**config.mk**
```make
export PLATFORM = sky130hd
export DESIGN_NAME = irq_flag_ctrl
export DESIGN_NICKNAME = d
export VERILOG_FILES = /design/src/rtl/irq_pkg.sv /design/src/rtl/irq_sync.sv /design/src/rtl/irq_event_detect.sv /design/src/rtl/irq_flag_bank.sv /design/src/rtl/irq_enable_out.sv /design/src/rtl/irq_flag_ctrl.sv
export SDC_FILE = /design/constraint.sdc
export NUM_CORES = 1
export LEC_CHECK = 0
export ABC_CLOCK_PERIOD_IN_PS = 1310
export BUFFER_PORTS_ARGS = -buffer_cell sky130_fd_sc_hd__buf_2
export CORE_ASPECT_RATIO = 1.5
export CORE_UTILIZATION = 30
export CTS_CLUSTER_DIAMETER = 100
export DETAILED_ROUTE_END_ITERATION = 8
export PLACE_DENSITY_LB_ADDON = 0.15
export SETUP_SLACK_MARGIN = 0.1
export SLEW_MARGIN = 0
export SYNTH_ARGS = -nofsm -noshare
export SYNTH_HDL_FRONTEND = slang
export SYNTH_SLANG_ARGS = --single-unit
```
**constraint.sdc**
```tcl
create_clock -name clk -period 1.31 [get_ports clk]
set_input_delay 0.131 -clock clk [delete_from_list [all_inputs] [get_ports clk]]
set_output_delay 0.131 -clock clk [all_outputs]
set_load 0.03 [all_outputs]
```
**src/rtl/irq_pkg.sv**
```systemverilog
// Package irq_pkg
// Shared constants for the interrupt flag and mask controller.
// Assumes an 8-bit register interface and three interrupt sources.
package irq_pkg;
    localparam int unsigned REG_W   = 8;
    localparam int unsigned NUM_SRC = 3;
    // Bit positions are behaviour: software decodes them.
    localparam int unsigned SRC_TMR  = 0;
    localparam int unsigned SRC_PORT = 1;
    localparam int unsigned SRC_EXT  = 2;

    typedef logic [REG_W-1:0]   reg_t;
    typedef logic [NUM_SRC-1:0] src_t;
endpackage

```
**src/rtl/irq_sync.sv**
```systemverilog
// Module irq_sync
// Multi-stage synchroniser for a vector of asynchronous inputs.
// Assumes each bit is independent (no bus coherency is promised).
module irq_sync #(
    parameter int unsigned W       = 8,
    parameter int unsigned STAGES  = 2,
    parameter logic        RST_VAL = 1'b0
) (
    input  logic         clk,
    input  logic         rst_n,
    input  logic [W-1:0] d_i,
    output logic [W-1:0] q_o
);
    logic [W-1:0] stage_q [STAGES];

    generate
        for (genvar s = 0; s < STAGES; s++) begin : g_stage
            if (s == 0) begin : g_first
                // Capture the raw asynchronous level.
                always_ff @(posedge clk) begin
                    if (!rst_n) stage_q[s] <= {W{RST_VAL}};
                    else        stage_q[s] <= d_i;
                end
            end else begin : g_next
                // Pass the level down the chain.
                always_ff @(posedge clk) begin
                    if (!rst_n) stage_q[s] <= {W{RST_VAL}};
                    else        stage_q[s] <= stage_q[s-1];
                end
            end
        end
    endgenerate

    assign q_o = stage_q[STAGES-1];
endmodule

```
**src/rtl/irq_event_detect.sv**
```systemverilog
// Module irq_event_detect
// Synchronises the port and external pins, then produces one-cycle
// pulses for "any port bit changed" and "external pin fell".
// Detection is held off after reset until the previous-sample
// registers hold real pin data, so reset-release levels raise nothing.
// The external path is gated by the function-select input.
module irq_event_detect #(
    parameter int unsigned PORT_W      = 8,
    parameter int unsigned SYNC_STAGES = 2
) (
    input  logic              clk,
    input  logic              rst_n,
    input  logic [PORT_W-1:0] port_pins_i,
    input  logic              ext_pin_i,
    input  logic              ext_sel_i,
    output logic              port_chg_o,
    output logic              ext_fall_o
);
    localparam int unsigned FILL  = SYNC_STAGES + 1;
    localparam int unsigned CNT_W = $clog2(FILL + 1);
    localparam logic [CNT_W-1:0] FILL_V = CNT_W'(FILL);

    logic [PORT_W-1:0] port_sync;
    logic [PORT_W-1:0] port_prev_q;
    logic [0:0]        ext_sync;
    logic              ext_prev_q;
    logic [CNT_W-1:0]  arm_cnt_q;
    logic              armed;

    irq_sync #(.W(PORT_W), .STAGES(SYNC_STAGES), .RST_VAL(1'b0)) u_port_sync (
        .clk   (clk),
        .rst_n (rst_n),
        .d_i   (port_pins_i),
        .q_o   (port_sync)
    );

    irq_sync #(.W(1), .STAGES(SYNC_STAGES), .RST_VAL(1'b1)) u_ext_sync (
        .clk   (clk),
        .rst_n (rst_n),
        .d_i   (ext_pin_i),
        .q_o   (ext_sync)
    );

    // Count edges since reset until the compare path holds valid data.
    always_ff @(posedge clk) begin
        if (!rst_n)              arm_cnt_q <= '0;
        else if (arm_cnt_q != FILL_V) arm_cnt_q <= arm_cnt_q + 1'b1;
    end

    assign armed = (arm_cnt_q == FILL_V);

    // Keep the previous synchronised sample of every pin.
    always_ff @(posedge clk) begin
        if (!rst_n) begin
            port_prev_q <= '0;
            ext_prev_q  <= 1'b1;
        end else begin
            port_prev_q <= port_sync;
            ext_prev_q  <= ext_sync[0];
        end
    end

    // Flag any difference on the port and a high-to-low on the pin.
    always_comb begin
        port_chg_o = armed && (port_sync != port_prev_q);
        ext_fall_o = armed && ext_sel_i && ext_prev_q && !ext_sync[0];
    end
endmodule

```
**src/rtl/irq_flag_bank.sv**
```systemverilog
// Module irq_flag_bank
// Holds the sticky pending flags and the mask register.
// Events set flags; software writes can only clear them, and an event
// wins over a clear in the same cycle. Reads return flags AND mask.
module irq_flag_bank
    import irq_pkg::*;
(
    input  logic clk,
    input  logic rst_n,
    input  src_t event_i,
    input  logic flag_wr_i,
    input  logic mask_wr_i,
    input  src_t wdata_i,
    output src_t flags_o,
    output src_t mask_o,
    output src_t pend_o
);
    src_t flag_q;
    src_t mask_q;
    src_t keep;

    // Bits kept by a write: a zero in the write data clears.
    always_comb begin
        keep = flag_wr_i ? wdata_i : '1;
    end

    // Update flags: clear by write, then merge new events.
    always_ff @(posedge clk) begin
        if (!rst_n) flag_q <= '0;
        else        flag_q <= (flag_q & keep) | event_i;
    end

    // Load the mask on a mask write.
    always_ff @(posedge clk) begin
        if (!rst_n)         mask_q <= '0;
        else if (mask_wr_i) mask_q <= wdata_i;
    end

    assign flags_o = flag_q;
    assign mask_o  = mask_q;
    assign pend_o  = flag_q & mask_q;
endmodule

```
**src/rtl/irq_enable_out.sv**
```systemverilog
// Module irq_enable_out
// Global interrupt enable and the request / wake-up outputs.
// Clear strobes (disable, accept) take priority over the set strobe.
module irq_enable_out
    import irq_pkg::*;
(
    input  logic clk,
    input  logic rst_n,
    input  logic gie_set_i,
    input  logic gie_clr_i,
    input  logic irq_ack_i,
    input  src_t pend_i,
    output logic gie_o,
    output logic irq_o,
    output logic wake_o
);
    logic gie_q;

    // Track the global enable with clear-over-set priority.
    always_ff @(posedge clk) begin
        if (!rst_n)                      gie_q <= 1'b0;
        else if (gie_clr_i || irq_ack_i) gie_q <= 1'b0;
        else if (gie_set_i)              gie_q <= 1'b1;
    end

    // Drive request and wake-up from the pending vector.
    always_comb begin
        wake_o = |pend_i;
        irq_o  = gie_q && (|pend_i);
    end

    assign gie_o = gie_q;
endmodule

```
**src/rtl/irq_flag_ctrl.sv**
```systemverilog
// Module irq_flag_ctrl
// Top of the interrupt flag and mask controller: event detection,
// flag/mask registers and the enable/request stage.
// Assumes tmr_ovf_i is synchronous to clk; pins may be asynchronous.
module irq_flag_ctrl
    import irq_pkg::*;
#(
    parameter int unsigned PORT_W      = 8,
    parameter int unsigned SYNC_STAGES = 2
) (
    input  logic              clk,
    input  logic              rst_n,
    input  logic              tmr_ovf_i,
    input  logic [PORT_W-1:0] port_pins_i,
    input  logic              ext_pin_i,
    input  logic              ext_sel_i,
    input  logic              flag_wr_i,
    input  logic              mask_wr_i,
    input  logic [7:0]        wdata_i,
    output logic [7:0]        flag_rdata_o,
    output logic [7:0]        mask_rdata_o,
    input  logic              gie_set_i,
    input  logic              gie_clr_i,
    input  logic              irq_ack_i,
    output logic              gie_o,
    output logic              irq_o,
    output logic              wake_o
);
    localparam int unsigned PAD_W = REG_W - NUM_SRC;

    logic port_chg;
    logic ext_fall;
    src_t events;
    src_t flags_raw;
    src_t mask_raw;
    src_t pend;
    logic unused_wdata_hi;

    irq_event_detect #(.PORT_W(PORT_W), .SYNC_STAGES(SYNC_STAGES)) u_detect (
        .clk         (clk),
        .rst_n       (rst_n),
        .port_pins_i (port_pins_i),
        .ext_pin_i   (ext_pin_i),
        .ext_sel_i   (ext_sel_i),
        .port_chg_o  (port_chg),
        .ext_fall_o  (ext_fall)
    );

    // Place each source on its flag bit.
    always_comb begin
        events           = '0;
        events[SRC_TMR]  = tmr_ovf_i;
        events[SRC_PORT] = port_chg;
        events[SRC_EXT]  = ext_fall;
    end

    irq_flag_bank u_bank (
        .clk       (clk),
        .rst_n     (rst_n),
        .event_i   (events),
        .flag_wr_i (flag_wr_i),
        .mask_wr_i (mask_wr_i),
        .wdata_i   (wdata_i[NUM_SRC-1:0]),
        .flags_o   (flags_raw),
        .mask_o    (mask_raw),
        .pend_o    (pend)
    );

    irq_enable_out u_out (
        .clk       (clk),
        .rst_n     (rst_n),
        .gie_set_i (gie_set_i),
        .gie_clr_i (gie_clr_i),
        .irq_ack_i (irq_ack_i),
        .pend_i    (pend),
        .gie_o     (gie_o),
        .irq_o     (irq_o),
        .wake_o    (wake_o)
    );

    assign flag_rdata_o    = {{PAD_W{1'b0}}, pend};
    assign mask_rdata_o    = {{PAD_W{1'b0}}, mask_raw};
    assign unused_wdata_hi = ^wdata_i[REG_W-1:NUM_SRC];
endmodule

```
==> results.cfg <==
[yosys]
netlist_instances = 115
synth-seq-cells = 36
syn_area_sq_mm = 0.001269
ys_seq_area_share_pct = 56.80
async_flop_share_pct = 0
synth_edf_count = 0
ys.flop_type = dfxtp_1
netlist-cell-type-count = 21
syn_area_per_cell_sq_um = 11.03
ys.warnings.count = 0

[power]
cellInternalPower_uw = 1598
power_switching_uw = 470.0
swShare_pct = 22.73
peakVddDrop_mv = 0.7109
clockPowerShare_pct = 32.2
pwr-share-comb_pct = 10.7
leakagePower_uw = 0.0006843
powerDensity_mw_per_mm2 = 1352
p_seq_share_pct = 57.1

[timing]
min_period_ns = 1.526
worst_hold_slack_ns = 0.01014
drv_slew = 0
post-route-period-util_pct = 116.5
final_hold_viol_count = 0
fin_ws_ns = -0.2156
setup_viol = 2
skew_ns = 0.002207
clock.fmax_mhz = 655.5
rsz0062_at_grt = true

[worst_setup_path]
crit_top_cell = and2_4
end_kind = output pin
critPathMaxFanout = 2
crit_chain = and2_4, or3_4, and2_4, buf_6
cp_slowest_cell = or3_4
cp.required_ns = 1.18
path_class = reg2out
cp_data_arrival_time_ns = 1.39
slowest_delay_ns = 0.38
critPathLaunchType = flop

[floorplan]
pin_count = 45
core_area_sq_mm = 0.003994
rows = 28
die_w_microns = 55.10
dieArea_sq_mm = 0.004498
fp.dieH_microns = 81.65
initial_utilization_pct = 31.77

[placed_design]
place_area_sq_mm = 0.001434
portBuffers = 29
dp_cells = 186
gp_congestion = 0.6087
hpwl_microns = 1250

[finish]
syn2layout_area_growth_pct = 20.51
diodes = 0
final_cell_area_sq_mm = 0.001529
drive_gt1_share_pct = 31.08
multi_input_area_sq_um = 493.0
fillers = 413
fin_nets = 177
regArea_sq_um = 726.9
final_cells = 193

[min_path]
min_path_type = in2reg

[global_route]
antenna_found_initial = 0
grt_max_degree = 24
grt_pass1_vias = 684
grt_overflow = 0
grt_first_pass_wirelength_microns = 2663
grt_usage_pct = 9.011

[clock_network]
numCtsBuffers = 5
cts_root_buf = clkbuf_8
cts_tree = yes
cts_sinks = 36
h-tree-depth = 2
clockBufferDepth = 2
insertion_delay_ns = 0.27
clk_pin_slew_ns = 0.06

[routing]
vias_per_cell = 4.026
drcViolationCount = 0
routed_wl_microns = 1765
first_pass_iters = 4
dr.first_iter.drc_count = 7
num_vias = 777
antenna_left = 0
wl_per_cell_microns = 9.145

[run_status]
outcome = finished, violations left
violations = setup timing

[run]
maxCapViolCount = 0
## worst paths after layout
| check | start | endpoint | slack [ns] | depth (start not counted) |
|---|---|---|---|---|
| worst max-delay path | u_bank.mask_o[0] | irq_o | -0.22 | 4 |
| worst min-delay path | irq_ack_i | u_out.gie_o | 0.01 | 2 |
| worst min register to register | u_detect.u_ext_sync.stage_q[0] | u_detect.u_ext_sync.stage_q[1] | 0.41 | 1 |
| worst max register to register | u_detect.arm_cnt_q[0] | u_detect.arm_cnt_q[0] | 0.32 | 3 |
## registers in the layout (all words and copies together), names as in the netlist
signal                        flops
u_detect.u_ext_sync.stage_q       2
u_detect.ext_prev_q               1
u_detect.port_prev_q              8
u_detect.arm_cnt_q                2
u_bank.mask_o                     3
u_out.gie_o                       1
u_detect.u_port_sync.stage_q     16
u_bank.flags_o                    3
## area by class of cell
cell class | instances | share of cell area, %
repair buffers | 32 | 11.54
inverters | 2 | 0.4910
well taps | 45 | 3.682
flip-flops and latches | 36 | 47.54
clock buffers | 5 | 4.501
multi-input cells | 73 | 32.24
## per-layer routing
| metal | vias to the layer above | part of all wire, % | global-route usage [%] |
|---|---|---|---|
| met5 | - | 0 | 0 |
| met4 | 0 | 3.5 | 9.750 |
| met3 | 5 | 7.5 | 3.333 |
| met2 | 35 | 48 | 14.34 |
| met1 | 327 | 41 | 7.868 |
| li1 | 410 | - | - |
## power groups by stage
stage               logic, uW  registers (uW)  clock network [uW]
CTS                       225            1180                 698
finish                    222            1180                 665
global placement          214            1200                   0
detailed placement        220            1210                   0
floorplan                 168            1210                   0
global route              249            1190                 737
## worst max-delay path: cells and delay by family, from the launching register on
kind	cells	cell delay, ns
AND/OR/NAND/NOR	3	0.67
flip-flops	1	0.32
buffers and inverters	1	0.13
## timing repair
action / CTS / global route
setup endpoints to repair: 2 / 2
resized for setup: 3 / 1
hold buffers: 1 / 0
buffers inserted: 0 / 1
pin swaps: 2 / 2
hold endpoints to repair: 1 / 0
## cell usage in the layout (no fill, tap or decap)
cell type       n
nor4b_1         1
o21ai_0         2
dfxtp_2         5
and2_1         25
buf_4           2
or3_4           1
xnor2_1         9
nor2_1          1
inv_1           2
nor2b_1         4
clkbuf_8        5
buf_6           1
dfxtp_1        31
nand4b_1        1
dlygate4sd3_1   1
a21boi_0        2
nand2_1         1
ha_1            1
buf_2          28
mux2i_1         4
conb_1         10
o211ai_1        2
nand2b_1        3
and2_4          4
nand4_1         2
## synthesized netlist by cell type, types with 2 or more instances
master,count,share of area (%)
xnor2_1,9,6.2
clkbuf_1,3,0.89
inv_1,2,0.59
o21ai_0,2,0.79
nand2b_1,3,1.5
o211ai_1,2,1.2
and2_4,2,1.4
buf_4,10,5.9
nand4_1,2,0.99
mux2i_1,4,3.2
nor2b_1,4,2.0
a21boi_0,2,1.2
and2_1,27,13
dfxtp_1,36,57
## metrics by stage
stage / worst slack (ns) / setup TNS (ns) / utilization (%) / total power, uW
4_1_cts: -0.2194 / -0.3521 / 38.06 / 2104
6_report: -0.2156 / -0.3436 / 38.28 / 2068
3_3_place_gp: 0.04831 / 0 / 35.90 / 1417
3_5_place_dp: 0.04128 / 0 / 35.90 / 1425
5_1_grt: -0.2701 / -0.4501 / 38.28 / 2174
2_1_floorplan: -0.03419 / -0.03419 / - / 1382
## cells by family after synthesis
family	after synthesis	synth area share (%)
AOI/OAI and AO/OA	6	3.155
xor gates and xnor gates	9	6.213
adders and majority gates	1	0.9860
buffers and inverters	15	7.396
DFF	36	56.80
muxes	4	3.156
other	1	0.2956
and+or+nand+nor	43	21.99
(Power assumes the default switching activity.)
